===== config.mk =====
export PLATFORM = sky130hd
export DESIGN_NAME = async_rx
export DESIGN_NICKNAME = d
export VERILOG_FILES = /design/src/rtl/async_rx_pkg.sv /design/src/rtl/async_rx_sync.sv /design/src/rtl/async_rx_parity.sv /design/src/rtl/async_rx_frame.sv /design/src/rtl/async_rx.sv
export SDC_FILE = /design/constraint.sdc
export NUM_CORES = 1
export LEC_CHECK = 0
export BUFFER_PORTS_ARGS = -buffer_cell sky130_fd_sc_hd__buf_2
export CORE_MARGIN = 8
export CORE_UTILIZATION = 55
export CTS_BUF_LIST = sky130_fd_sc_hd__clkbuf_2 sky130_fd_sc_hd__clkbuf_4 sky130_fd_sc_hd__clkbuf_8
export CTS_CLUSTER_SIZE = 10
export DETAILED_ROUTE_END_ITERATION = 6
export GPL_TIMING_DRIVEN = 0
export PLACE_DENSITY = 0.74
export SETUP_SLACK_MARGIN = 0.4
export SYNTH_ARGS = -nofsm -noshare
export SYNTH_HDL_FRONTEND = slang
export SYNTH_HIERARCHICAL = 1
export SYNTH_SLANG_ARGS = --single-unit

===== constraint.sdc =====
create_clock -name clk -period 2.6 [get_ports clk]
set_clock_uncertainty 0.15 [all_clocks]
set_input_delay 0 -clock clk [delete_from_list [all_inputs] [get_ports clk]]
set_output_delay 0 -clock clk [all_outputs]
set_load 0.01 [all_outputs]

===== src/rtl/async_rx_pkg.sv =====
package async_rx_pkg;
    typedef enum logic [2:0] {
        S_HUNT,
        S_START,
        S_DATA,
        S_PAR,
        S_STOP,
        S_FWAIT,
        S_BRK
    } rx_state_e;
endpackage


===== src/rtl/async_rx_sync.sv =====
module async_rx_sync #(
    parameter int STAGES = 2
) (
    input  logic clk,
    input  logic rst_n,
    input  logic din,
    output logic dout
);
    logic [STAGES-1:0] sync_d, sync_q;

    always_comb begin
        sync_d = {sync_q[STAGES-2:0], din};
    end

    always_ff @(posedge clk or negedge rst_n) begin
        if (!rst_n) sync_q <= '1;
        else        sync_q <= sync_d;
    end

    assign dout = sync_q[STAGES-1];
endmodule


===== src/rtl/async_rx_parity.sv =====
module async_rx_parity #(
    parameter int DW = 8
) (
    input  logic [DW-1:0] data,
    input  logic          pbit,
    input  logic          odd,
    output logic          err
);
    always_comb begin
        err = (^data) ^ pbit ^ odd;
    end
endmodule


===== src/rtl/async_rx_frame.sv =====
module async_rx_frame
    import async_rx_pkg::*;
#(
    parameter int OSR = 16,
    parameter int DW  = 8
) (
    input  logic          clk,
    input  logic          rst_n,
    input  logic          tick,
    input  logic          en,
    input  logic          rx_s,
    input  logic [1:0]    cfg_len,
    input  logic          par_en,
    input  logic          par_odd,
    output logic          o_valid,
    output logic [DW-1:0] o_data,
    output logic          o_perr,
    output logic          o_ferr,
    output logic          o_brk
);
    localparam int CW = $clog2(OSR);
    localparam int BW = $clog2(DW);
    localparam logic [CW-1:0] HALF_M1 = CW'(OSR / 2 - 1);
    localparam logic [CW-1:0] FULL_M1 = CW'(OSR - 1);

    typedef struct packed {
        rx_state_e     st;
        logic [CW-1:0] cnt;
        logic [BW-1:0] bidx;
        logic          last;
        logic          allz;
        logic          pbit;
        logic          hc;
        logic [DW-1:0] shd;
        logic          ov;
        logic [DW-1:0] od;
        logic          ope;
        logic          ofe;
        logic          obk;
    } frame_t;

    frame_t st_d, st_q;
    logic [BW-1:0] last_idx;
    logic          perr_w;

    async_rx_parity #(.DW(DW)) u_par (
        .data (st_q.shd),
        .pbit (st_q.pbit),
        .odd  (par_odd),
        .err  (perr_w)
    );

    always_comb begin
        last_idx = BW'(DW - 4) + BW'(cfg_len);
        st_d     = st_q;
        st_d.ov  = 1'b0;
        if (!en) begin
            st_d.st   = S_HUNT;
            st_d.cnt  = '0;
            st_d.last = rx_s;
        end else if (tick) begin
            case (st_q.st)
                S_HUNT: begin
                    st_d.last = rx_s;
                    if (st_q.last && !rx_s) begin
                        st_d.st  = S_START;
                        st_d.cnt = '0;
                    end
                end
                S_START: begin
                    if (st_q.cnt == HALF_M1) begin
                        st_d.cnt = '0;
                        if (rx_s) begin
                            st_d.st   = S_HUNT;
                            st_d.last = 1'b1;
                        end else begin
                            st_d.st   = S_DATA;
                            st_d.bidx = '0;
                            st_d.shd  = '0;
                            st_d.allz = 1'b1;
                            st_d.pbit = 1'b0;
                        end
                    end else begin
                        st_d.cnt = st_q.cnt + 1'b1;
                    end
                end
                S_DATA: begin
                    if (st_q.cnt == FULL_M1) begin
                        st_d.cnt            = '0;
                        st_d.shd[st_q.bidx] = rx_s;
                        st_d.allz           = st_q.allz & ~rx_s;
                        st_d.bidx           = st_q.bidx + 1'b1;
                        if (st_q.bidx == last_idx)
                            st_d.st = par_en ? S_PAR : S_STOP;
                    end else begin
                        st_d.cnt = st_q.cnt + 1'b1;
                    end
                end
                S_PAR: begin
                    if (st_q.cnt == FULL_M1) begin
                        st_d.cnt  = '0;
                        st_d.pbit = rx_s;
                        st_d.allz = st_q.allz & ~rx_s;
                        st_d.st   = S_STOP;
                    end else begin
                        st_d.cnt = st_q.cnt + 1'b1;
                    end
                end
                S_STOP: begin
                    if (st_q.cnt == FULL_M1) begin
                        st_d.cnt = '0;
                        st_d.ov  = 1'b1;
                        st_d.od  = st_q.shd;
                        st_d.ope = par_en & perr_w;
                        st_d.ofe = ~rx_s;
                        st_d.obk = ~rx_s & st_q.allz;
                        st_d.hc  = 1'b0;
                        if (rx_s) begin
                            st_d.st   = S_HUNT;
                            st_d.last = 1'b1;
                        end else if (st_q.allz) begin
                            st_d.st = S_BRK;
                        end else if (|st_q.shd) begin
                            st_d.st = S_FWAIT;
                        end else begin
                            st_d.st   = S_HUNT;
                            st_d.last = 1'b0;
                        end
                    end else begin
                        st_d.cnt = st_q.cnt + 1'b1;
                    end
                end
                S_FWAIT: begin
                    if (st_q.cnt == HALF_M1) begin
                        st_d.cnt = '0;
                        if (!rx_s) begin
                            st_d.st = S_START;
                        end else begin
                            st_d.st   = S_HUNT;
                            st_d.last = 1'b1;
                        end
                    end else begin
                        st_d.cnt = st_q.cnt + 1'b1;
                    end
                end
                S_BRK: begin
                    if (rx_s) begin
                        if (st_q.hc) begin
                            st_d.st   = S_HUNT;
                            st_d.last = 1'b1;
                            st_d.hc   = 1'b0;
                        end else begin
                            st_d.hc = 1'b1;
                        end
                    end else begin
                        st_d.hc = 1'b0;
                    end
                end
                default: st_d.st = S_HUNT;
            endcase
        end
    end

    always_ff @(posedge clk or negedge rst_n) begin
        if (!rst_n) begin
            st_q      <= '0;
            st_q.st   <= S_HUNT;
            st_q.last <= 1'b1;
        end else begin
            st_q <= st_d;
        end
    end

    assign o_valid = st_q.ov;
    assign o_data  = st_q.od;
    assign o_perr  = st_q.ope;
    assign o_ferr  = st_q.ofe;
    assign o_brk   = st_q.obk;


    valid_pulse_chk: assert property (@(posedge clk) disable iff (!rst_n)
        o_valid |=> !o_valid);


    upper_zero_chk: assert property (@(posedge clk) disable iff (!rst_n)
        o_valid |-> ((32'(o_data) >> (32'(DW - 3) + 32'(cfg_len))) == 32'd0));


    brk_zero_chk: assert property (@(posedge clk) disable iff (!rst_n)
        (o_valid && o_brk) |-> (o_data == '0 && o_ferr));


    disabled_quiet_chk: assert property (@(posedge clk) disable iff (!rst_n)
        !en |=> !o_valid);


    false_start_chk: assert property (@(posedge clk) disable iff (!rst_n)
        (en && tick && st_q.st == S_START && st_q.cnt == HALF_M1 && rx_s)
        |=> (st_q.st == S_HUNT));
endmodule


===== src/rtl/async_rx.sv =====
module async_rx #(
    parameter int OSR       = 16,
    parameter int DW        = 8,
    parameter int SYNC_STGS = 2
) (
    input  logic          clk,
    input  logic          rst_n,
    input  logic          tick16,
    input  logic          rx_en,
    input  logic          rxd,
    input  logic [1:0]    cfg_len,
    input  logic          cfg_par_en,
    input  logic          cfg_par_odd,
    output logic          out_valid,
    output logic [DW-1:0] out_data,
    output logic          out_perr,
    output logic          out_ferr,
    output logic          out_brk
);
    logic rx_s;

    async_rx_sync #(.STAGES(SYNC_STGS)) u_sync (
        .clk  (clk),
        .rst_n(rst_n),
        .din  (rxd),
        .dout (rx_s)
    );

    async_rx_frame #(.OSR(OSR), .DW(DW)) u_frame (
        .clk     (clk),
        .rst_n   (rst_n),
        .tick    (tick16),
        .en      (rx_en),
        .rx_s    (rx_s),
        .cfg_len (cfg_len),
        .par_en  (cfg_par_en),
        .par_odd (cfg_par_odd),
        .o_valid (out_valid),
        .o_data  (out_data),
        .o_perr  (out_perr),
        .o_ferr  (out_ferr),
        .o_brk   (out_brk)
    );
endmodule


# Yosys cells after proc, flatten, opt, wreduce, memory -nomap -nowiden
# Cells that the tools add are included.
word_totals:
  register_bits: 36
  wordCells: 126
  output_inout_bits: 12
  input_bits: 9
classes:
  addsub: 3
  muxes: 54
  n_reduce_logical: 20
  eq_ne: 28
  magnitude_cmp: 2
  n_bitwise: 5
ops:
  columns: ["op", "n"]
  rows:
  - ["2-to-1 mux 3 bit", 14]
  - ["2-to-1 mux 12 bit", 3]
  - ["2-to-1 mux 34 bit", 1]
  - ["2-to-1 mux 8 bit", 3]
  - ["!= test 3 x 2 -> 1 bit (second input constant)", 8]
  - ["one-hot mux 3 bit (7 select lines)", 1]
  - ["one-hot mux 8 bit (2 select lines)", 1]
  - ["2-to-1 mux 1 bit", 15]
  - ["2-to-1 mux 7 bit", 2]
  - ["one-hot mux 4 bit (3 select lines)", 1]
  - ["AND reduction 6 bit", 2]
  - ["AND reduction 10 bit", 1]
  - ["== test 3 bit (second input constant)", 3]
  - ["AND reduction 9 bit", 1]
  - ["bitwise mux 8 bit", 1]
  - ["2-to-1 mux 4 bit", 2]
  - ["!= test 2 x 1 -> 1 bit (second input constant)", 4]
  - ["!= test 4 bit (second input constant)", 2]
  - ["AND reduction 4 bit", 2]
  - ["OR reduction 8 bit", 1]
  - ["XOR reduction 8 bit", 1]
  - ["AND reduction 7 bit", 1]
  - ["== test 3 x 2 -> 1 bit (second input constant)", 2]
  - ["2-to-1 mux 2 bit", 3]
  - ["30 further kinds", 37]

# Longest topological paths before layout
# Gate-level depths: netlist of the first run.
depth:
  word_depth: 9
  mapped_depth: 7
  depth_no_buf: 6

# Cells and area by module
# The synthesis of the first run kept the hierarchy.
by_module_without_submodules:
  columns: ["mod", "n_inst", "area_per_inst_um2", "seq_area_each_um2", "cells_per_inst"]
  rows:
  - ["async_rx_frame", 1, 1970.6, 852.1, 212]
  - ["async_rx_parity", 1, 91.3, 0.0, 8]
  - ["async_rx_sync", 1, 52.6, 52.6, 2]

# Least setup slack after synthesis of the first run
# OpenSTA, ideal clock, no wires.
synth_timing:
  path_kind: "flip-flop to flip-flop"
  start: "register u_frame/st_q[32] (netlist bit)"
  end: "register u_frame/st_q[15] (netlist bit)"
  period_less_slack_ps: 2390
  path_stages_with_launch: 8
  setup_slack_ps: 210
  arrival_time_ps: 2115
  setup_time_ps: 125
  t_required_ps: 2325
  n_path_buf: 2
  path_cell_list: "dfrtp_1 > buf_6 > or3b_1 > a2111o_1 > buf_2 > or2_4 > nor3b_2 > mux2_2"
synth_via:
  elab_chain_len: 3
  elab_cells_between_ends: 8
  classes_between: "5 x eq/ne; 1 x mux; 2 x reduce/logical"
synth_rtl:
  columns: ["element", "line", "text"]
  rows:
  - ["start, declared", "async_rx_frame.sv:42", "frame_t st_d, st_q;"]
  - ["start signal, assigned", "async_rx_frame.sv:170", "st_q <= st_d;"]
  - ["== test 3 x 2 -> 1 bit / == test 3 x 1 -> 1 bit (equally long branches)", "async_rx_frame.sv:62", "case (st_q.st)"]
  - ["!= test 2 x 1 -> 1 bit (no source line), or another cell as far along", null, null]
  - ["AND reduction 6 bit (no source line)", null, null]
# Several ways; a longest one is shown, not always the timed one.
# A chain may end at the register's enable or synchronous reset.

# Worst setup path in the final report of the first run
layout_timing:
  start: "register u_frame/st_q[30] (netlist bit)"
  end: "register u_frame/st_q[15] (netlist bit)"
layout_via:
  elab_chain_len: 3
  elab_cells_between_ends: 5
  classes_between: "4 x eq/ne; 1 x reduce/logical"
layout_rtl:
  columns: ["element", "line"]
  rows:
  - ["== test 4 bit / == test 4 x 3 -> 1 bit (equally long branches)", "async_rx_frame.sv:88, async_rx_frame.sv:71"]
  - ["!= test 2 x 1 -> 1 bit (no source line)", null]
  - ["AND reduction 6 bit (no source line) *", null]
# Mark *: on every way between the ends. The rest lies on a longest branch, timed or not.

==> impl_results.md, run 1 <==
- Status: finished clean
- Syn_nets: ~230
- Core box area: about 0.0037 mm^2
- M2 GR Usage: a little over a quarter
- Vias in the first global route: between 1500 and 2000
- Min-delay worst type: in -> reg
- Syn Std Cell Area: between 0.002 and 0.0025 mm^2
- Routed vias: roughly 1800
- Slew @ Worst Pin: between 0.7 and 0.8 ns
- Root Buffer Master: clkbuf_8
- Worst R2R Setup Slack: about 0.14 ns
- Gr usage total: between 15 and 20%
- Synth unique cells: between 50 and 60
- Clk Latency, worst-skew pair: approximately 0.3 ns
- Critical Path Source Type: register
- Area grow syn2layout: 24.6%
- Largest net degree at the start of global routing: 37
- Initial drt markers: between 150 and 200
- Layout cell share with drive strength beyond 1: a little under a third
- Combinational share of power: between 8 and 9%
- Placer congestion estimate: roughly 0.9
- # rows: 22
- Worst rel slew slack: approximately half
- Final ANT Viol Nets: 0
- DP Worst Slack: -0.0135 ns
- DRC violations left: 0
- Global route overflow: 0
- R2R cell count: 7
- Async SR Flop Fraction: 100%
- Final Cycle Share: 94.5%
- Final Net Count: roughly 280
- CTS Buf Count: 5
- Slack of the critical path: between 0.1 and 0.15 ns
- Hold Crit Depth: 3
- Number of H-tree levels: 2
- Reg-to-reg critical path endpoint: u_frame/st_q[15]$_DFFE_PN0P_
- Syn Area/Cell: roughly 9.5 um^2
- Seq pwr share: 47.2%
- Number of I/O pins: 21
- DP HPWL: 3220 um
- DRT Pass-1 Iters: 4
- MaxCap Viol Count: 0
- Diodes inserted: 0
- HP Start: tick16
- Sequential element share of the synthesized area: a little over two fifths
- Die Footprint: approximately 0.0061 mm^2
- P_int: about 0.00096 W
- TritonCTS Sinks: 36
- Crit path capture type: register
- CP max FO: 4
- CTS tree: done
- Initial antenna violation count: 0
- Die Y-Extent: roughly 78 um
- Setup tns final: 0 ns
- Synth warnings: 6
- Final count of pins violating max slew: 0
- Number of synthesized flops with an enable pin: 0
- Clk network pwr share: 44.3%
- Worst Path Arrival: around 2.5 ns
- Routed len/inst: around 15 um
- CTS clk-pin slew, worst paths: ~0.070 ns
- GR met1 Demand/Resource: ~20%
- Worst hold endpoint: u_frame/st_q[20]$_DFFE_PN0P_
- M3 GR Usage: 3.92%
- Post-synth top flop: dfrtp_1
- First-pass GRT wire length: between 8000 and 9000 um
- NetSw: ~0.00028 W
- Pwr/cell area: between 400 and 500 mW/mm^2
- Final wirelength: ~4800 um
- #FFs+latches synth: 36
- Peak Freq: 407 MHz
- Routed vias/inst: between 5 and 6
- Final min period: 2.46 ns
- Final Hold Viols: 0
- Crit path required time: between 2 and 3 ns
- Final setup vio count: 0
- Horiz. Die Dim: between 70 and 80 um
- Port bufs: 18
- RSZ-0062 raised after global routing: true
- Starting Density: 57.3%
- Gr busiest metal: met2
- Mapped Cells: approximately 220
- Worst vdd rail ir drop: 323 uV
- Kind of critical path: reg -> reg
- Leak Pwr: 1.20 nW
- Net Sw Frac: roughly 22%
- Clock buffer depth: 2
- RR Startpoint: u_frame/st_q[30]$_DFFE_PN0P_
==> flip-flops by register name (all words and copies together), names as in the netlist <==
name and flops:
u_frame/o_ferr 1, u_frame/o_valid 1, u_frame/o_brk 1, u_frame/o_data 8, u_sync/sync_q 2, u_frame/o_perr 1
u_frame/st_q 22
==> critical path, stage by stage (launching register included) <==
cell      delay [ns]
dfrtp_1         0.37
buf_6           0.12
or3b_4          0.39
a2111o_1        0.38
buf_6           0.13
or2_4           0.27
nor3b_4         0.21
mux2_4          0.32
==> worst max path at each step <==
stage          depth (start not counted)                         start  slack (ns)                           end
6_report                               7  u_frame/st_q[30]$_DFFE_PN0P_        0.14  u_frame/st_q[15]$_DFFE_PN0P_
5_1_grt                                7  u_frame/st_q[30]$_DFFE_PN0P_        0.12  u_frame/st_q[15]$_DFFE_PN0P_
4_1_cts                                7  u_frame/st_q[32]$_DFFE_PN0P_        0.17  u_frame/st_q[15]$_DFFE_PN0P_
3_5_place_dp                           5  u_frame/st_q[30]$_DFFE_PN0P_       -0.01  u_frame/st_q[19]$_DFFE_PN0P_
3_3_place_gp                           5  u_frame/st_q[30]$_DFFE_PN0P_      -0.005  u_frame/st_q[15]$_DFFE_PN0P_
2_1_floorplan                          7  u_frame/st_q[32]$_DFFE_PN0P_        0.22  u_frame/st_q[15]$_DFFE_PN0P_
==> power by group through the flow <==
stage	sequential [W]	combinational, W	clock (W)
2_1_floorplan	0.000589	0.0000619	0
3_3_place_gp	0.000592	0.0000897	0
3_5_place_dp	0.000592	0.0000906	0
4_1_cts	0.000582	0.0000994	0.000556
5_1_grt	0.000583	0.000117	0.000574
6_report	0.000582	0.000105	0.000546
==> stage by stage <==
step	area, um^2	hold slack, ns	power [W]	utilization [%]	std cells
floorplan	2120	-0.446	0.000651	-	222
global placement	2270	-0.0445	0.000682	61.6	288
detailed placement	2270	-0.0411	0.000683	61.6	288
CTS	2550	0.0198	0.00124	69.1	307
global route	2630	0.0546	0.00127	71.4	313
finish	2630	0.00958	0.00123	71.4	313
==> layout by cell type (no fill, tap or decap), types with 7 or more instances in the layout <==
master    synthesis  final
buf_2             2     19
nor2_1           10      7
clkbuf_1         10      8
buf_4             8     19
mux2_2           12     10
inv_1            11     11
o21ai_0          14     10
clkbuf_8          0      7
xnor2_1           9      9
dfrtp_1          33     32
nand2_1          25     25
==> final cells by class <==
class                   count  area (um^2)
plain buffers              23          144
clock buffers               7         96.3
clock inverters             1         30.0
fillers                   281         1050
inverters                  11         41.3
multi-input cells         152         1120
flip-flops and latches     36          906
well taps                  48         60.1
repair buffers             35          236
==> metal layers <==
metal	wire, um	part of all wire [%]	vias up
met1	2110	44	838
met4	142	2.9	0
met2	2310	48	48
met5	0	0	-
li1	-	-	863
met3	263	5.4	15
==> cells by family after synthesis <==
family	synth area share, %
and+or+nand+nor	18.6
AOI/OAI and AO/OA	15.2
DFF	42.8
buffers and inverters	7.93
muxes	8.76
xor gates and xnor gates	5.56
adders and majority gates	1.18
==> what timing repair did <==
item / 4_1_cts / 5_1_grt
hold buffers: 6 / 0
pin swaps: 2 / 6
setup endpoints to repair: 14 / 24
setup buffers: 5 / 6
hold endpoints to repair: 38 / 0
gates resized for setup: 15 / 18
==> cells in the mapped netlist, types with 3 or more instances <==
| cell type | instances | share of area (%) |
|---|---|---|
| dfrtp_1 | 33 | 39 |
| nand2_1 | 25 | 4.4 |
| o21ai_0 | 14 | 3.3 |
| mux2_2 | 12 | 6.4 |
| inv_1 | 11 | 2.0 |
| clkbuf_1 | 10 | 1.8 |
| nor2_1 | 10 | 1.8 |
| xnor2_1 | 9 | 3.7 |
| buf_4 | 8 | 2.8 |
| nand3_1 | 8 | 1.9 |
| a21oi_1 | 6 | 1.4 |
| mux2i_1 | 5 | 2.4 |
| nor2b_1 | 5 | 1.5 |
| nor3_1 | 5 | 1.2 |
| o31ai_1 | 5 | 1.8 |
| a31oi_1 | 3 | 0.89 |
| dfstp_2 | 3 | 3.7 |
| nand3b_1 | 3 | 1.1 |
| nor4_1 | 3 | 0.89 |
No activity file was read; power rests on OpenSTA's default activity.
==> inputs of run 2 (changes only) <==
- HOLD_SLACK_MARGIN: unset -> 0.06
==> run 2 against run 1 <==
Hold slack improved by 0.072 ns. Non-clock buffer count fell by 1. Global-route usage rose by 0.072 points. Sequential power barely moved. Power barely moved. Worst setup slack improved by 0.0069 ns. Core utilization barely moved. Final cell count fell by 0.32%. First-iteration DRC count rose by 10%. Design area barely moved. Flip-flop and latch count did not move. Critical path type unchanged. Largest cell class unchanged.
==> impl_results.md, run 2 (same netlist as run 1, synthesis figures left out) <==
- Status: finished clean
- Area occupied by multi-input gates: 0.00112 mm^2 (+0.34%)
- Fillers: 278 (-1.1%)
- Root Buffer Master: clkbuf_8
- # rows: 22 (unchanged)
- Die Footprint: 0.00608 mm^2 (unchanged)
- Kind of critical path: reg -> reg
- Critical Path Source Type: register
- Horiz. Die Dim: 78.0 um (unchanged)
- Gr usage total: 16.3% (+0.072 points)
- TritonCTS Sinks: 36 (unchanged)
- Final setup vio count: 0 (unchanged)
- Clk Latency, worst-skew pair: 0.30 ns (about the same)
- RR Startpoint: u_frame/st_q[30]$_DFFE_PN0P_
- Number of H-tree levels: 2 (unchanged)
- Final Cell Area: 0.00264 mm^2 (about the same)
- Final Hold Viols: 0 (unchanged)
- Reg-to-reg critical path endpoint: u_frame/st_q[15]$_DFFE_PN0P_
- Global route overflow: 0 (unchanged)
- Most used cell, CP: buf_6
- Final count of pins violating max slew: 0 (unchanged)
- Leak Pwr: 1.19 nW (-0.55%)
- Worst vdd rail ir drop: 300 uV (-7.1%)
- Pwr/cell area: 468 mW/mm^2 (about the same)
- Most frequent cells in the layout: 31 x dfrtp_1, 25 x nand2_1, 18 x buf_2
- Crit path capture type: register
- Largest net degree at the start of global routing: 37 (unchanged)
- Routed len/inst: 15.6 um (+1.1%)
- Final Net Count: 274 (-0.36%)
- CP max FO: 4 (unchanged)
- Worst path max stage delay: 0.39 ns (about the same)
- Layout cell share with drive strength beyond 1: 31.4% (+0.12 points)
- DRT Pass-1 Iters: 4 (unchanged)
- Clock buffer depth: 2 (unchanged)
- Routed vias: 1767 (+0.17%)
- Diodes inserted: 0 (unchanged)
- Slack of the critical path: 0.149 ns (+0.00692 ns)
- Slew @ Worst Pin: 0.774 ns (+0.00256 ns)
- Crit path required time: 2.64 ns (about the same)
- CTS Buf Count: 5 (unchanged)
- Reg area: 907 um^2 (+0.14%)
- Port bufs: 18 (unchanged)
- DP Worst Slack: -0.0135 ns (unchanged)
- Initial drt markers: 171 (+10%)
- Slowest cell on crit path: or3b_4
- Worst Path Arrival: 2.49 ns (about the same)
- Overall power: 0.00123 W (about the same)
- Hold Crit Depth: 5 (+2)
- Setup tns final: 0 ns (unchanged)
- Worst rel slew slack: 48.4% (-0.17 points)
- First-pass GRT wire length: 8020 um (+0.25%)
- Min-delay worst type: in -> reg
- Worst hold endpoint: u_frame/st_q[32]$_DFFE_PN0P_
- Peak Freq: 408 MHz (+0.28%)
- HP Start: tick16
- Starting Density: 57.3% (unchanged)
- Number of I/O pins: 21 (unchanged)
- Vias in the first global route: 1740 (+0.81%)
- MaxCap Viol Count: 0 (unchanged)
- Core box area: 0.00369 mm^2 (unchanged)
- Largest Register: u_frame/st_q
- Max reg flops: 22 (unchanged)
- Final Cycle Share: 94.3% (-0.27 points)
- RSZ-0062 raised after global routing: true
- R2R cell count: 7 (unchanged)
- CTS clk-pin slew, worst paths: 0.08 ns (about the same)
- Area grow syn2layout: 24.6% (about the same)
- WHS: 0.0817 ns (+0.0721 ns)
- DRC violations left: 0 (unchanged)
- Placer congestion estimate: 0.925 (unchanged)
- Commonest non-fill, non-tap cell in the layout: dfrtp_1
- Initial antenna violation count: 0 (unchanged)
- Placed inst area: 0.00227 mm^2 (unchanged)
- Die Y-Extent: 78.0 um (unchanged)
- Final ANT Viol Nets: 0 (unchanged)
- DP HPWL: 3220 um (unchanged)
- CTS tree: done
- CP Cell Sequence: buf_6 > or3b_4 > a2111o_1 > buf_6 > or2_4 > nor3b_4 > mux2_4
- Worst R2R Setup Slack: 0.15 ns (about the same)
- Final wirelength: 4870 um (+0.75%)
- Routed vias/inst: 5.66 (+0.49%)
- Final min period: 2.45 ns (-0.00692 ns)
run 2: cell count changes in the layout (fill, tap and decap cells not counted), moves of 2 or more:
cell | previous run | this run
buf_4 | 19 | 16
clkbuf_2 | 0 | 2
nand3_2 | 2 | 0
o21ai_0 | 10 | 12
o21ai_1 | 4 | 2
run 2: layer usage:
layer / vias to the layer above / wire length (um) / track usage (%)
met4: 0 / 102 / 7.59
met2: 66 / 2350 / 27.3
li1: 862 / - / -
met3: 13 / 319 / 3.92
met1: 826 / 2090 / 19.3
met5: - / 0 / 0
run 2: stage by stage:
step / std cells / utilization, %
2_1_floorplan: 222 / -
3_3_place_gp: 288 / 61.6
3_5_place_dp: 288 / 61.6
4_1_cts: 308 / 69.3
5_1_grt: 312 / 71.4
6_report: 312 / 71.4
run 2: critical path, delay by kind of cell (launching register included):
family          cells  cell delay, ns
simple gates        3            0.87
compound gates      1            0.38
flops               1            0.37
mux                 1            0.32
buf+inv             2            0.25
run 2: cell type report:
class / instances / share of cell area (%)
well taps: 48 / 2.28
repair buffers: 34 / 8.78
multi-input cells: 152 / 42.6
clock inverters: 1 / 1.14
plain buffers: 23 / 5.51
clock buffers: 7 / 3.66
flip-flops and latches: 36 / 34.4
inverters: 11 / 1.57
run 2: what timing repair did:
| item | CTS | global route |
|---|---|---|
| endpoints found under the setup margin | 14 | 24 |
| gates resized for setup | 15 | 17 |
| setup buffers | 5 | 4 |
| pin swaps | 2 | 6 |
| hold buffers | 7 | 0 |
| hold endpoints to repair | 43 | 0 |
| cloned | 0 | 0 |
run 2: worst max-delay path by stage:
stage | startpoint | endpoint | slack, ns | cells past startpoint
after floorplan | u_frame/st_q[32]$_DFFE_PN0P_ | u_frame/st_q[15]$_DFFE_PN0P_ | 0.22 | 7
after global placement | u_frame/st_q[30]$_DFFE_PN0P_ | u_frame/st_q[15]$_DFFE_PN0P_ | -0.005 | 5
after detailed placement | u_frame/st_q[30]$_DFFE_PN0P_ | u_frame/st_q[19]$_DFFE_PN0P_ | -0.01 | 5
after CTS | u_frame/st_q[32]$_DFFE_PN0P_ | u_frame/st_q[15]$_DFFE_PN0P_ | 0.17 | 7
after global routing | u_frame/st_q[30]$_DFFE_PN0P_ | u_frame/st_q[15]$_DFFE_PN0P_ | 0.12 | 7
final | u_frame/st_q[30]$_DFFE_PN0P_ | u_frame/st_q[15]$_DFFE_PN0P_ | 0.15 | 7
run 2: where the power goes:
group	total, W	switching [W]	internal (W)
clock	0.000547	0.000208	0.000338
combinational	0.000104	0.0000575	0.0000465
sequential	0.000582	0.0000105	0.000572
==> inputs of run 3 (changes only) <==
- RECOVER_POWER: unset -> 50
==> run 3 against run 2 <==
Count of clock-buffer cells in the layout is the same. Register-to-register slack hardly changed. Critical path depth is the same. Maximum frequency down 0.21%. Via count up 0.57%. Non-clock buffer count stayed put. Sequential share of layout area up 0.20 points.
==> impl_results.md, run 3 (same netlist as run 1, synthesis figures left out) <==
- Critical Path Source Type: register
- DP Cell Count: 288 (unchanged)
- Worst vdd rail ir drop: 300 uV (about the same)
- CTS tree: done
- Die Y-Extent: 78.0 um (unchanged)
- Diodes inserted: 0 (unchanged)
- Crit path capture type: register
- # rows: 22 (unchanged)
- Final min period: 2.46 ns (+0.00506 ns)
- Clock buffer depth: 2 (unchanged)
- Global route overflow: 0 (unchanged)
- Area grow syn2layout: 23.9%
- Leak Pwr: 1.14 nW (-4.4%)
- Worst Path Arrival: 2.49 ns (about the same)
- MaxCap Viol Count: 0 (unchanged)
- Peak Freq: 407 MHz (-0.21%)
- Wire length on met1: 2120 um (+1.4%)
- RSZ-0062 raised after global routing: true
- Gr usage total: 16.3% (unchanged)
- Vias in the first global route: 1740 (unchanged)
- Min-delay worst type: in -> reg
- CTS clk-pin slew, worst paths: 0.08 ns (about the same)
- Pwr/cell area: 470 mW/mm^2 (+0.51%)
- TritonCTS Sinks: 36 (unchanged)
- Commonest non-fill, non-tap cell in the layout: dfrtp_1
- Overall power: 0.00123 W (about the same)
- Final wirelength: 4900 um (+0.58%)
- Root Buffer Master: clkbuf_8
- Area occupied by multi-input gates: 0.00112 mm^2 (unchanged)
- Horiz. Die Dim: 78.0 um (unchanged)
- Placer congestion estimate: 0.925 (unchanged)
- Final Net Count: 274 (unchanged)
- CP max FO: 4 (unchanged)
- Routed vias/inst: 5.70 (+0.57%)
- Routed len/inst: 15.7 um (+0.58%)
- Final Util: 71.0% (-0.41 points)
- Crit path required time: 2.64 ns (about the same)
- Final setup vio count: 0 (unchanged)
- Initial drt markers: 170 (-0.58%)
- Core box area: 0.00369 mm^2 (unchanged)
- Initial antenna violation count: 0 (unchanged)
- Largest net degree at the start of global routing: 37 (unchanged)
- WL met3: 331 um (+3.8%)
- Largest Register: u_frame/st_q
- DP HPWL: 3220 um (unchanged)
- Kind of critical path: reg -> reg
- Number of H-tree levels: 2 (unchanged)
- DRT Pass-1 Iters: 4 (unchanged)
- Cell Count, Final, Fillers Out: 312 (unchanged)
- Slew @ Worst Pin: 0.789 ns (+0.0153 ns)
- Max reg flops: 22 (unchanged)
- Starting Density: 57.3% (unchanged)
- First-pass GRT wire length: 8020 um (unchanged)
- Most frequent cells in the layout: 31 x dfrtp_1, 25 x nand2_1, 19 x clkbuf_1
- DRC violations left: 0 (unchanged)
- Final count of pins violating max slew: 0 (unchanged)
- Final Hold Viols: 0 (unchanged)
- Slack of the critical path: 0.144 ns (-0.00506 ns)
- Reg area: 907 um^2 (unchanged)
- Fillers: 287 (+3.2%)
- DP Worst Slack: -0.0135 ns (unchanged)
- Routed vias: 1777 (+0.57%)
- Worst rel slew slack: 47.4% (-1.0 points)
- Layout cell share with drive strength beyond 1: 26.9% (-4.5 points)
- Status: finished clean
- Final Cycle Share: 94.5% (+0.19 points)
- Highest routed layer: met4
- Clk Latency, worst-skew pair: 0.30 ns (about the same)
- Final ANT Viol Nets: 0 (unchanged)
- Number of I/O pins: 21 (unchanged)
- Die Footprint: 0.00608 mm^2 (unchanged)
- Port bufs: 18 (unchanged)
- CTS Buf Count: 5 (unchanged)
- DR WL met2: 2350 um (unchanged)
## run 3: path summary, 6_finish.rpt
kind / start / endpoint / slack (ns) / cells past startpoint
max: u_frame/st_q[30]$_DFFE_PN0P_ / u_frame/st_q[15]$_DFFE_PN0P_ / 0.14 / 7
max in group asynchronous: rst_n / u_frame/st_q[33]$_DFFE_PN0P_ / 1.59 / 2
max reg2reg: u_frame/st_q[30]$_DFFE_PN0P_ / u_frame/st_q[15]$_DFFE_PN0P_ / 0.14 / 7
min: tick16 / u_frame/st_q[32]$_DFFE_PN0P_ / 0.09 / 5
min reg2reg: u_sync/sync_q[0]$_DFF_PN1_ / u_sync/sync_q[1]$_DFF_PN1_ / 0.21 / 0
min in group asynchronous: rst_n / u_frame/st_q[29]$_DFFE_PN0P_ / 0.17 / 2
## run 3: metal layers
layer / GRT usage (%) / vias up
li1: - / 863
met1: 19.3 / 836
met2: 27.3 / 69
met3: 3.92 / 9
met4: 7.59 / 0
met5: 0 / -
## run 3: power by group
group          switching, W  internal [W]  total [W]
clock network      0.000208      0.000338   0.000546
logic             0.0000576     0.0000465   0.000104
registers         0.0000105      0.000572   0.000582
total              0.000276      0.000957    0.00123
## run 3: repair_timing
item                       4_1_cts  5_1_grt
resized for setup               15       17
pin swaps                        2        6
hold buffers                     7        0
gates cloned                     0        0
hold endpoints to repair        43        0
buffers inserted                 5        4
setup endpoints to repair       14       24
## run 3: final cells by class
type | instances | share of cell area, %
Multi-Input combinational cell | 152 | 42.9
Sequential cell | 36 | 34.6
Timing Repair Buffer | 34 | 8.26
Buffer | 23 | 5.54
Clock buffer | 7 | 3.68
Tap cell | 48 | 2.29
Inverter | 11 | 1.58
Clock inverter | 1 | 1.15
## run 3: worst max-delay path, cell delays in order, from the launching register on
cell and delay [ns]:
dfrtp_1 0.37, buf_6 0.12, or3b_4 0.39, a2111o_1 0.38, buf_6 0.13, or2_4 0.27, nor3b_4 0.21, mux2_4 0.32
## run 3: stage by stage
step	area (um^2)	TNS, ns	hold WS (ns)
floorplan	2120	0	-0.446
global placement	2270	-0.00539	-0.0445
detailed placement	2270	-0.0243	-0.0411
CTS	2560	0	0.0618
finish	2620	0	0.0862
global route	2620	0	0.139
